[src/rtl/tmr_pkg.sv]
package tmr_pkg;

  localparam int unsigned WORD_W   = 32;
  localparam int unsigned OFS_CTRL = 32'h0;
  localparam int unsigned OFS_STAT = 32'h4;
  localparam int unsigned OFS_SRC  = 32'h8;

  localparam int unsigned EN_BIT   = 31;
  localparam int unsigned MODE_BIT = 30;
  localparam int unsigned PEND_BIT = 30;

  typedef enum logic [1:0] {
    SEL_CTRL = 2'd0,
    SEL_STAT = 2'd1,
    SEL_SRC  = 2'd2,
    SEL_NONE = 2'd3
  } reg_sel_e;

  function automatic reg_sel_e decode_addr(input logic [WORD_W-1:0] a);
    reg_sel_e s;
    s = SEL_NONE;
    if (a == OFS_CTRL) s = SEL_CTRL;
    else if (a == OFS_STAT) s = SEL_STAT;
    else if (a == OFS_SRC) s = SEL_SRC;
    return s;
  endfunction

endpackage

[src/rtl/tmr_tick_mux.sv]
module tmr_tick_mux #(
  parameter int NUM_SRC = 4,
  parameter int SRC_W   = 2
) (
  input  logic [NUM_SRC-1:0] tick_in,
  input  logic [SRC_W-1:0]   sel,
  output logic               tick
);

  generate
    if (NUM_SRC == 1) begin : g_single
      logic unused_sel;
      assign unused_sel = ^sel;
      assign tick = tick_in[0];
    end else if ((1 << SRC_W) == NUM_SRC) begin : g_pow2
      assign tick = tick_in[sel];
    end else begin : g_guarded
      always_comb begin
        tick = 1'b0;
        for (int i = 0; i < NUM_SRC; i++) begin
          if (sel == SRC_W'(i)) tick = tick_in[i];
        end
      end
    end
  endgenerate

endmodule

[src/rtl/tmr_counter.sv]
module tmr_counter #(
  parameter int PERIOD_W = 28
) (
  input  logic                clk,
  input  logic                rst,
  input  logic                tick,
  input  logic                en,
  input  logic                periodic,
  input  logic [PERIOD_W-1:0] period,
  input  logic                ctrl_wr,
  input  logic                load,
  input  logic [PERIOD_W-1:0] load_val,
  output logic                expire_now,
  output logic                expire_q
);

  logic [PERIOD_W-1:0] cnt;
  logic                at_zero;
  logic                step;

  assign at_zero    = (cnt == '0);
  assign step       = en & tick & ~ctrl_wr;
  assign expire_now = step & at_zero;

  always_ff @(posedge clk) begin
    if (rst) begin
      cnt      <= '0;
      expire_q <= 1'b0;
    end else begin
      expire_q <= expire_now;
      if (load) begin
        cnt <= load_val;
      end else if (step) begin
        if (at_zero) begin
          if (periodic) cnt <= period;
        end else begin
          cnt <= cnt - 1'b1;
        end
      end
    end
  end


  dec_step_chk: assert property (@(posedge clk) disable iff (rst)
    (en && tick && !ctrl_wr && cnt != '0) |=> cnt == PERIOD_W'($past(cnt) - 1'b1));


  hold_no_tick_chk: assert property (@(posedge clk) disable iff (rst)
    (!tick && !ctrl_wr) |=> $stable(cnt));


  reload_chk: assert property (@(posedge clk) disable iff (rst)
    (expire_now && periodic) |=> cnt == $past(period));

endmodule

[src/rtl/tmr_regs.sv]
module tmr_regs #(
  parameter int ADDR_W   = 12,
  parameter int PERIOD_W = 28,
  parameter int SRC_W    = 2
) (
  input  logic                clk,
  input  logic                rst,
  input  logic                bus_wr,
  input  logic [ADDR_W-1:0]   bus_addr,
  input  logic [31:0]         bus_wdata,
  output logic [31:0]         bus_rdata,
  input  logic                expire_now,
  output logic                en,
  output logic                periodic,
  output logic [PERIOD_W-1:0] period,
  output logic [SRC_W-1:0]    src_sel,
  output logic                pending,
  output logic                ctrl_wr,
  output logic                load
);
  import tmr_pkg::*;

  reg_sel_e    sel;
  logic        stat_wr;
  logic        src_wr;
  logic [31:0] rd_word;

  assign sel     = decode_addr({{(WORD_W-ADDR_W){1'b0}}, bus_addr});
  assign ctrl_wr = bus_wr && (sel == SEL_CTRL);
  assign stat_wr = bus_wr && (sel == SEL_STAT);
  assign src_wr  = bus_wr && (sel == SEL_SRC);
  assign load    = ctrl_wr && bus_wdata[EN_BIT];

  always_comb begin
    rd_word = '0;
    case (sel)
      SEL_CTRL: begin
        rd_word[EN_BIT]         = en;
        rd_word[MODE_BIT]       = periodic;
        rd_word[PERIOD_W-1:0]   = period;
      end
      SEL_STAT: rd_word[PEND_BIT] = pending;
      SEL_SRC:  rd_word[SRC_W-1:0] = src_sel;
      default:  rd_word = '0;
    endcase
  end

  always_ff @(posedge clk) begin
    if (rst) begin
      en        <= 1'b0;
      periodic  <= 1'b0;
      period    <= '0;
      src_sel   <= '0;
      pending   <= 1'b0;
      bus_rdata <= '0;
    end else begin
      bus_rdata <= rd_word;
      if (ctrl_wr) begin
        en       <= bus_wdata[EN_BIT];
        periodic <= bus_wdata[MODE_BIT];
        period   <= bus_wdata[PERIOD_W-1:0];
      end else if (expire_now && !periodic) begin
        en <= 1'b0;
      end
      if (src_wr) src_sel <= bus_wdata[SRC_W-1:0];
      if (expire_now) pending <= 1'b1;
      else if (stat_wr && bus_wdata[PEND_BIT]) pending <= 1'b0;
    end
  end


  pend_set_chk: assert property (@(posedge clk) disable iff (rst)
    expire_now |=> pending);


  zero_write_keeps_chk: assert property (@(posedge clk) disable iff (rst)
    (stat_wr && !bus_wdata[PEND_BIT] && pending) |=> pending);


  oneshot_off_chk: assert property (@(posedge clk) disable iff (rst)
    (expire_now && !periodic) |=> !en);


  stop_write_chk: assert property (@(posedge clk) disable iff (rst)
    (ctrl_wr && !bus_wdata[EN_BIT]) |=> !en);

endmodule

[src/rtl/countdown_timer.sv]
module countdown_timer #(
  parameter int ADDR_W   = 12,
  parameter int PERIOD_W = 28,
  parameter int NUM_SRC  = 4
) (
  input  logic               clk,
  input  logic               rst,
  input  logic               bus_wr,
  input  logic [ADDR_W-1:0]  bus_addr,
  input  logic [31:0]        bus_wdata,
  output logic [31:0]        bus_rdata,
  input  logic [NUM_SRC-1:0] tick_in,
  output logic               irq,
  output logic               expire
);

  localparam int SRC_W = (NUM_SRC > 1) ? $clog2(NUM_SRC) : 1;

  logic                en;
  logic                periodic;
  logic [PERIOD_W-1:0] period;
  logic [SRC_W-1:0]    src_sel;
  logic                pending;
  logic                ctrl_wr;
  logic                load;
  logic                tick;
  logic                expire_now;
  logic                expire_q;

  tmr_regs #(.ADDR_W(ADDR_W), .PERIOD_W(PERIOD_W), .SRC_W(SRC_W)) u_regs (
    .clk(clk), .rst(rst), .bus_wr(bus_wr), .bus_addr(bus_addr),
    .bus_wdata(bus_wdata), .bus_rdata(bus_rdata), .expire_now(expire_now),
    .en(en), .periodic(periodic), .period(period), .src_sel(src_sel),
    .pending(pending), .ctrl_wr(ctrl_wr), .load(load)
  );

  tmr_tick_mux #(.NUM_SRC(NUM_SRC), .SRC_W(SRC_W)) u_mux (
    .tick_in(tick_in), .sel(src_sel), .tick(tick)
  );

  tmr_counter #(.PERIOD_W(PERIOD_W)) u_cnt (
    .clk(clk), .rst(rst), .tick(tick), .en(en), .periodic(periodic),
    .period(period), .ctrl_wr(ctrl_wr), .load(load),
    .load_val(bus_wdata[PERIOD_W-1:0]), .expire_now(expire_now),
    .expire_q(expire_q)
  );

  assign irq    = pending;
  assign expire = expire_q;


  pulse_needs_enable_chk: assert property (@(posedge clk) disable iff (rst)
    $rose(expire) |-> $past(en));

endmodule

[config.mk]
export PLATFORM = sky130hd
export DESIGN_NAME = countdown_timer
export DESIGN_NICKNAME = d
export VERILOG_FILES = /design/src/rtl/tmr_pkg.sv /design/src/rtl/tmr_tick_mux.sv /design/src/rtl/tmr_counter.sv /design/src/rtl/tmr_regs.sv /design/src/rtl/countdown_timer.sv
export SDC_FILE = /design/constraint.sdc
export NUM_CORES = 1
export LEC_CHECK = 0
export BUFFER_PORTS_ARGS = -buffer_cell sky130_fd_sc_hd__buf_2
export CAP_MARGIN = 20
export CELL_PAD_IN_SITES_DETAIL_PLACEMENT = 1
export CELL_PAD_IN_SITES_GLOBAL_PLACEMENT = 1
export CORE_MARGIN = 2
export CORE_UTILIZATION = 40
export DETAILED_ROUTE_END_ITERATION = 8
export HOLD_SLACK_MARGIN = 0.1
export PLACE_DENSITY = 0.9
export SETUP_SLACK_MARGIN = 0.3
export SYNTH_ARGS = -nofsm -noshare
export SYNTH_HDL_FRONTEND = slang
export SYNTH_SLANG_ARGS = --single-unit
[constraint.sdc]
create_clock -name clk -period 2.8 [get_ports clk]
set_input_delay 0.56 -clock clk [delete_from_list [all_inputs] [get_ports clk]]
set_output_delay 0.56 -clock clk [all_outputs]
set_load 0.1 [all_outputs]
== Word-level counts from Yosys, hierarchy flattened ==
Index checks and enable logic that the tools add are counted.

* Bits in registers: 94
* Logic and storage cells: 52
* Output and inout bits: 34
* Input port bits: 51

* Add/sub/neg operators: 1
* Reduce and logical (&&, ||, !) cells: 15
* Mux-type cells: 15
* $lt $le $gt $ge: 1
* Bitwise operators: 5
* Equal/unequal tests: 5

{| class="wikitable"
|+ Operator list
! cell !! number
|-
| 2-to-1 mux 28 bit || 4
|-
| logical NOT 28 bit || 1
|-
| subtractor 28 x 1 -> 28 bit (second input constant) || 1
|-
| == test 12 x 3 -> 1 bit (second input constant) || 1
|-
| == test 12 x 4 -> 1 bit (second input constant) || 1
|-
| logical NOT 12 bit || 1
|-
| logical AND 1 bit || 6
|-
| 2-to-1 mux 1 bit || 6
|-
| nonzero test 2 bit || 3
|-
| 2-to-1 mux 2 bit || 2
|-
| case mux 2 bit (2 select lines) || 1
|-
| AND 1 bit || 3
|-
| < comparator 2 x 3 -> 1 bit (second input constant) || 1
|-
| inequality test 3 bit (second input constant) || 1
|-
| binary-select mux 1 bit (select 2 bit) || 1
|-
| == test 2 x 1 -> 1 bit (second input constant) || 1
|-
| == test 2 bit (second input constant) || 1
|-
| logical NOT 2 bit || 1
|-
| NOT 1 bit || 2
|-
| case mux 1 bit (2 select lines) || 1
|-
| AND reduction 2 bit || 1
|-
| OR reduction 2 bit || 1
|-
| logical NOT 1 bit || 1
|}

== Depth between registers and ports, before layout ==
Gate-level depths: netlist of run 1.

* Word-level depth: 12
* Mapped depth: 10
* Gate-level depth less buffers: 8

== Hierarchy ==
Synthesis of run 1 repeated with hierarchy kept, for this count alone.

* Cells, all modules: 535
* Area, all modules: 4848.4 um2

{| class="wikitable"
|+ By module, submodules not included
! module !! cells each !! area an instance (um2) !! times used !! sequential area each (um2)
|-
| tmr_regs || 228 || 2587.5 || 1 || 1261.2
|-
| tmr_counter || 306 || 2238.4 || 1 || 580.6
|-
| tmr_tick_mux || 1 || 22.5 || 1 || 0.0
|}

== Least setup slack after synthesis of run 1 ==
Ideal clock, no wire load.

* Path kind: register to register
* From: reg u_cnt.cnt[10]
* To: reg u_cnt.cnt[15]
* Arrival time: 2309 ps
* Setup time: 122 ps
* Path slack: 369 ps
* Buffers on the path: 2
* Stages on the path, launching flop included: 9
* Clock period less this slack: 2431 ps
* Required time: 2678 ps
* Cells stage by stage: dfxtp_1 or4_4 or3b_4 or3_1 buf_6 buf_6 a21oi_1 nor3_1 a221o_1

* Longest elaborated chain between the ends: 4
* Elaborated cells between the ends (all ways): 7
* Those cells by class: 1 x add/sub; 1 x eq/ne; 3 x mux; 2 x reduce/logical

{| class="wikitable"
|+ RTL lines
! what !! line !! text
|-
| start: declaration || tmr_counter.sv:17 || <nowiki>logic [PERIOD_W-1:0] cnt;</nowiki>
|-
| start signal: assignment || tmr_counter.sv:32 || <nowiki>cnt <= load_val;</nowiki>
|-
| start signal: assignment || tmr_counter.sv:35 || <nowiki>if (periodic) cnt <= period;</nowiki>
|-
| start signal: assignment || tmr_counter.sv:37 || <nowiki>cnt <= cnt - 1'b1;</nowiki>
|-
| subtractor 28 x 1 -> 28 bit / logical NOT 28 bit (equally long branches) || tmr_counter.sv:37, tmr_counter.sv:21 ||
|-
| 2-to-1 mux 28 bit || tmr_counter.sv:34 || <nowiki>if (at_zero) begin</nowiki>
|-
| 2-to-1 mux 28 bit || tmr_counter.sv:33 || <nowiki>end else if (step) begin</nowiki>
|-
| 2-to-1 mux 28 bit || tmr_counter.sv:31 || <nowiki>if (load) begin</nowiki>
|}

Parallel ways exist; a longest one is shown, timed or not. The select of a mux whose other input is x is not followed.
A chain may end at the register's enable or synchronous reset.

== Final worst setup path of run 1 ==
* From: reg u_cnt.cnt[11]
* To: reg u_cnt.cnt[15]

Same word-level chain as after synthesis.

==> results.json, run 1 <==
{
  "fin_crit_sh": 0.886,
  "nets": 648,
  "clk_latency_ns": 0.38,
  "max-vdd-ir-drop_mv": 0.210,
  "drv_slew": 0,
  "cts_tree": "done",
  "via_per_inst": 5.62,
  "numCtsBuffers": 9,
  "die-height_um": 107,
  "io_buffers": 80,
  "ys_types": 59,
  "num_antenna_cells": 0,
  "cts.sinks": 92,
  "status": "complete, no violations",
  "post-synth-top-count-cell": "dfxtp_1",
  "finalSetupViolCount": 0,
  "fillers": 1251,
  "grt_antenna_before_repair": 0,
  "critPathLaunchType": "flop",
  "synth_seq_cells": 92,
  "timing.fmax_ghz": 0.403,
  "crit_fanout": 8,
  "syn_avg_cell_area_um2": 8.37,
  "synth_edf_count": 0,
  "wire_per_inst_um": 18.4,
  "synth.cell_area_mm2": 0.00421,
  "period_needed_ns": 2.48,
  "syn_to_final_growth_pct": 24.2,
  "hold_buffers": 0,
  "worst_slew_pin_slew_ns": 0.517,
  "h-tree-depth": 3,
  "slowest_delay_ns": 0.53,
  "synth_commonest_cells": "dfxtp_1 (92), nand2_1 (89), a21oi_1 (50)",
  "cap_viol_max_count": 0,
  "gp_congestion": 0.911,
  "critPathBufInv": 1,
  "overflow": 0,
  "grt_pass1_wl_mm": 21.8,
  "highest_layer": "met4",
  "netlist_instances": 503,
  "rsz0062_at_grt": "yes",
  "cp_slowest_cell": "or4_4",
  "maxSlewHeadroom": 0.650,
  "skew_ns": 0.0136,
  "critPathCaptureType": "flop",
  "postRouteAntennaNets": 0,
  "min_path_type": "in2reg",
  "drive_gt1_frac": 0.268,
  "synth_top_area_frac": 0.438,
  "drc": 0,
  "cp_top_family": "simple AND/OR/NAND/NOR gates",
  "routed_wl_mm": 13.6,
  "rows": 37,
  "first_pass_iters": 5,
  "ys_seq_area_frac": 0.438,
  "core_area_mm2": 0.0103,
  "fin_worst_hold_slack_ns": 0.418,
  "wl_met3_um": 690,
  "timing.final.hold_violations": 0,
  "tns_ns": 0,
  "grt_start_max_net_pins": 29,
  "drt_iter0_drc": 215,
  "wl_met1_mm": 5.92,
  "clk_pin_slew_worst_paths_ns": 0.09,
  "wl_met2_mm": 6.73,
  "vias": 4136,
  "dieWidth_um": 107,
  "worstPathArrival_ns": 2.76,
  "synth-main-ff-cell": "dfxtp_1",
  "clk_path_buf_depth": 2,
  "root_buffer": "clkbuf_8",
  "die_area_mm2": 0.0114,
  "leakagePower_nw": 2.21,
  "ys_async_sr_fraction": 0,
  "cp_cell_sequence": "or4_4, or3b_4, or3_4, buf_8, a21oi_2, nor3_1, a221o_1",
  "grt_pass1_vias": 4361,
  "ys_top_cells_by_area": "dfxtp_1 (44%), nand2_1 (7.9%), a21oi_1 (5.9%)",
  "start_util": 0.409,
  "yosysTopAreaCell": "dfxtp_1",
  "power_density_mw_per_mm2": 480,
  "worst-setup-path-type": "reg2reg",
  "grt_usage": 0.243,
  "io_pins": 85,
  "hpwl_mm": 9.50,
  "required_ns": 3.08,
  "yosys_warnings": 0
}
==> per-layer routing <==
layer,global-route usage,vias to the layer above
li1,-,1965
met1,0.313,2029
met2,0.406,121
met3,0.0441,21
met4,0.0863,0
met5,0,-
==> where the power goes <==
group | total [W] | leakage (nW) | switching (W) | internal [W]
Combinational | 0.000180 | 1.35 | 0.000107 | 0.0000726
Sequential | 0.00131 | 0.743 | 0.00000145 | 0.00131
Clock | 0.00102 | 0.113 | 0.000493 | 0.000527
==> path summary, 6_finish.rpt <==
check | from | to | slack (ns) | cells past startpoint
max | u_cnt.cnt[11] | u_cnt.cnt[15] | 0.32 | 7
min | bus_wdata[4] | u_cnt.cnt[4] | 0.42 | 2
max reg2reg | u_cnt.cnt[11] | u_cnt.cnt[15] | 0.32 | 7
min reg2reg | u_regs.period[19] | u_regs.period[19] | 0.47 | 2
==> per-stage QoR <==
step	cell area [um^2]	total power [W]	setup WS (ns)	util	instances
final	5230	0.00251	0.320	0.509	736
after global routing	5230	0.00259	0.256	0.509	736
after CTS	5080	0.00250	0.281	0.495	729
after detailed placement	4840	0.00150	0.194	0.471	713
after global placement	4840	0.00150	0.284	0.471	713
after floorplan	4210	0.00143	0.369	-	504
==> state kept, by name, summed over array words and instances, names as in the netlist <==
signal,flops
u_regs.en,1
u_cnt.cnt,28
u_regs.pending,1
u_regs.period,28
u_regs.periodic,1
u_regs.bus_rdata,30
u_cnt.expire_q,1
u_regs.src_sel,2
==> final cells by class <==
| class | instances | area (um^2) | area share |
|---|---|---|---|
| multi-input combinational | 373 | 2290 | 0.438 |
| sequential | 92 | 1850 | 0.355 |
| timing repair buffer | 114 | 671 | 0.128 |
| tap | 136 | 170 | 0.0326 |
| clock buffer | 10 | 138 | 0.0263 |
| clock inverter | 6 | 86.3 | 0.0165 |
| inverter | 5 | 18.8 | 0.00359 |
==> logic make-up after synthesis <==
| logic type | after synthesis | synth area share |
|---|---|---|
| xor+xnor | 17 | 0.0354 |
| mux | 14 | 0.0375 |
| other cells | 1 | 0.000891 |
| simple gates | 232 | 0.275 |
| fa+ha+maj | 2 | 0.00595 |
| buf+inv | 39 | 0.0413 |
| flops | 92 | 0.438 |
| compound gates | 106 | 0.166 |
==> layout by cell type (no fill, tap or decap), types with 8 or more instances in the layout <==
cell,instances
a21oi_1,46
a221o_1,11
and2_1,31
and3_1,8
buf_2,80
buf_4,32
clkbuf_8,10
dfxtp_1,89
mux2i_1,9
nand2_1,88
nand3_1,16
nor2_1,24
nor3_1,15
nor4_1,12
o21ai_0,8
xnor2_1,9
xor2_1,8
==> timing repair <==
item / 4_1_cts / 5_1_grt
setup endpoints to repair: 19 / 24
setup buffers: 0 / 7
pin swaps: 0 / 4
resized for setup: 6 / 24
==> worst register-to-register path: cells and delay by family, from the launching register on <==
kind,cells,cell delay (ns)
AO/OA/AOI/OAI,2,0.38
buffers and inverters,1,0.16
flip-flops,1,0.37
AND/OR/NAND/NOR,4,1.48
Power figures use the tool's default switching activity.
==> run 2, diff against run 1 <==
HOLD_SLACK_MARGIN = 0.05   (was 0.1)
clock period = 3.2 ns   (was 2.8 ns; I/O delays follow)
==> run 2 against run 1 <==
  * Sequential power down 12%
  * Count of clock-buffer cells in the layout unchanged
  * Combinational power down 23%
  * Clock skew about the same
  * Critical path type unchanged
  * Largest cell class unchanged
  * Largest power group unchanged
==> results.json, run 2 (synthesized netlist as in run 1, its figures left out) <==
{
  "start_util": 0.409,
  "startpoint": "u_cnt.cnt[10]",
  "rows": 37,
  "seq_area_mm2": 0.00184,
  "crit_fanout": 17,
  "wl_met2_mm": 6.65,
  "grt_usage": 0.240,
  "num_antenna_cells": 0,
  "postRouteAntennaNets": 0,
  "leakagePower_nw": 2.08,
  "timing.final.hold_violations": 0,
  "drv_slew": 0,
  "clk_path_buf_depth": 2,
  "reg2reg_from": "u_cnt.cnt[10]",
  "grt_antenna_before_repair": 0,
  "dp.cells": 704,
  "h-tree-depth": 3,
  "fillers": 1291,
  "wl_met3_um": 720,
  "numCtsBuffers": 9,
  "drive_gt1_frac": 0.214,
  "grt_pass1_wl_mm": 21.4,
  "wire_per_inst_um": 18.4,
  "fin_crit_sh": 0.874,
  "io_buffers": 80,
  "root_buffer": "clkbuf_8",
  "finalSetupViolCount": 0,
  "wl_met1_mm": 5.54,
  "clk_pin_slew_worst_paths_ns": 0.09,
  "routed_wl_mm": 13.2,
  "worstPathArrival_ns": 3.07,
  "clk_latency_ns": 0.38,
  "syn_to_final_growth_pct": 18.4,
  "die-height_um": 107,
  "tns_ns": 0,
  "vias": 4118,
  "period_needed_ns": 2.80,
  "overflow": 0,
  "cts_setup_buffers": 0,
  "rsz0062_at_grt": "no",
  "via_per_inst": 5.73,
  "drt_iter0_drc": 248,
  "fin_cells": 719,
  "largest_reg_flops": 30,
  "cap_viol_max_count": 0,
  "layout_common_cells": "dfxtp_1 (92), nand2_1 (89), buf_2 (80)",
  "top_regs": "u_regs.bus_rdata: 30 flops, u_cnt.cnt: 28 flops, u_regs.period: 28 flops",
  "multi_input_area_mm2": 0.00221,
  "hp-start": "u_regs.period[8]",
  "gp_congestion": 0.924,
  "required_ns": 3.47,
  "die_area_mm2": 0.0114,
  "timing.fmax_ghz": 0.358,
  "worst_slew_pin_slew_ns": 0.699,
  "top_register": "u_regs.bus_rdata",
  "dieWidth_um": 107,
  "finalPower_w": 0.00214,
  "cts_tree": "done",
  "grt_start_max_net_pins": 34,
  "core_area_mm2": 0.0103,
  "grt_pass1_vias": 4361,
  "maxSlewHeadroom": 0.533,
  "min_path_type": "reg2reg",
  "io_pins": 85,
  "drc": 0,
  "max-vdd-ir-drop_mv": 0.189,
  "layout_commonest_cell": "dfxtp_1",
  "nets": 632,
  "power_density_mw_per_mm2": 430,
  "skew_ns": 0.0136,
  "highest_layer": "met4",
  "worst-setup-path-type": "reg2reg",
  "status": "complete, no violations",
  "critPathLaunchType": "flop",
  "cts.sinks": 92,
  "critPathCaptureType": "flop",
  "hpwl_mm": 9.23,
  "first_pass_iters": 4
}
run 2: cell type report:
| class | count | share of cell area |
|---|---|---|
| repair buffers | 98 | 0.108 |
| clock inverters | 5 | 0.0156 |
| inverters | 5 | 0.00377 |
| clock buffers | 10 | 0.0256 |
| multi-input cells | 373 | 0.444 |
| flip-flops and latches | 92 | 0.370 |
| well taps | 136 | 0.0342 |
run 2: worst max-delay path, cell delays in order (launching register included):
cell,delay [ns]
dfxtp_1,0.39
or4_4,0.58
or3b_4,0.42
or3_2,0.72
a21oi_1,0.24
a211oi_1,0.07
a221o_1,0.28
run 2: repair_timing:
| action | 4_1_cts | 5_1_grt |
|---|---|---|
| hold buffers | 0 | 0 |
| resized for setup | 0 | 2 |
| endpoints found under the setup margin | 0 | 7 |
| hold endpoints to repair | 0 | 0 |
run 2: power by group:
| group | switching, W | internal, W |
|---|---|---|
| registers | 0.00000127 | 0.00114 |
| logic | 0.0000890 | 0.0000488 |
| clock network | 0.000426 | 0.000434 |
| total | 0.000517 | 0.00163 |
run 2: layer usage:
layer  vias to the layer above  global-route usage
li1                       1939                   -
met1                      2021               0.289
met2                       125               0.415
met3                        33              0.0509
met4                         0              0.0937
met5                         -                   0
run 2: path summary, 6_finish.rpt:
check	slack (ns)	depth (start not counted)	to
max reg2reg	0.40	6	u_cnt.cnt[17]
min reg2reg	0.47	2	u_regs.period[8]
max	0.40	6	u_cnt.cnt[17]
min	0.47	2	u_regs.period[8]
run 2: stage by stage:
stage	hold WS, ns	area [um^2]	setup slack (ns)	utilization
floorplan	0.430	4210	0.769	-
global placement	0.447	4770	0.478	0.464
detailed placement	0.452	4770	0.398	0.464
CTS	0.470	4970	0.341	0.484
global route	0.480	4980	0.309	0.485
finish	0.472	4980	0.403	0.485
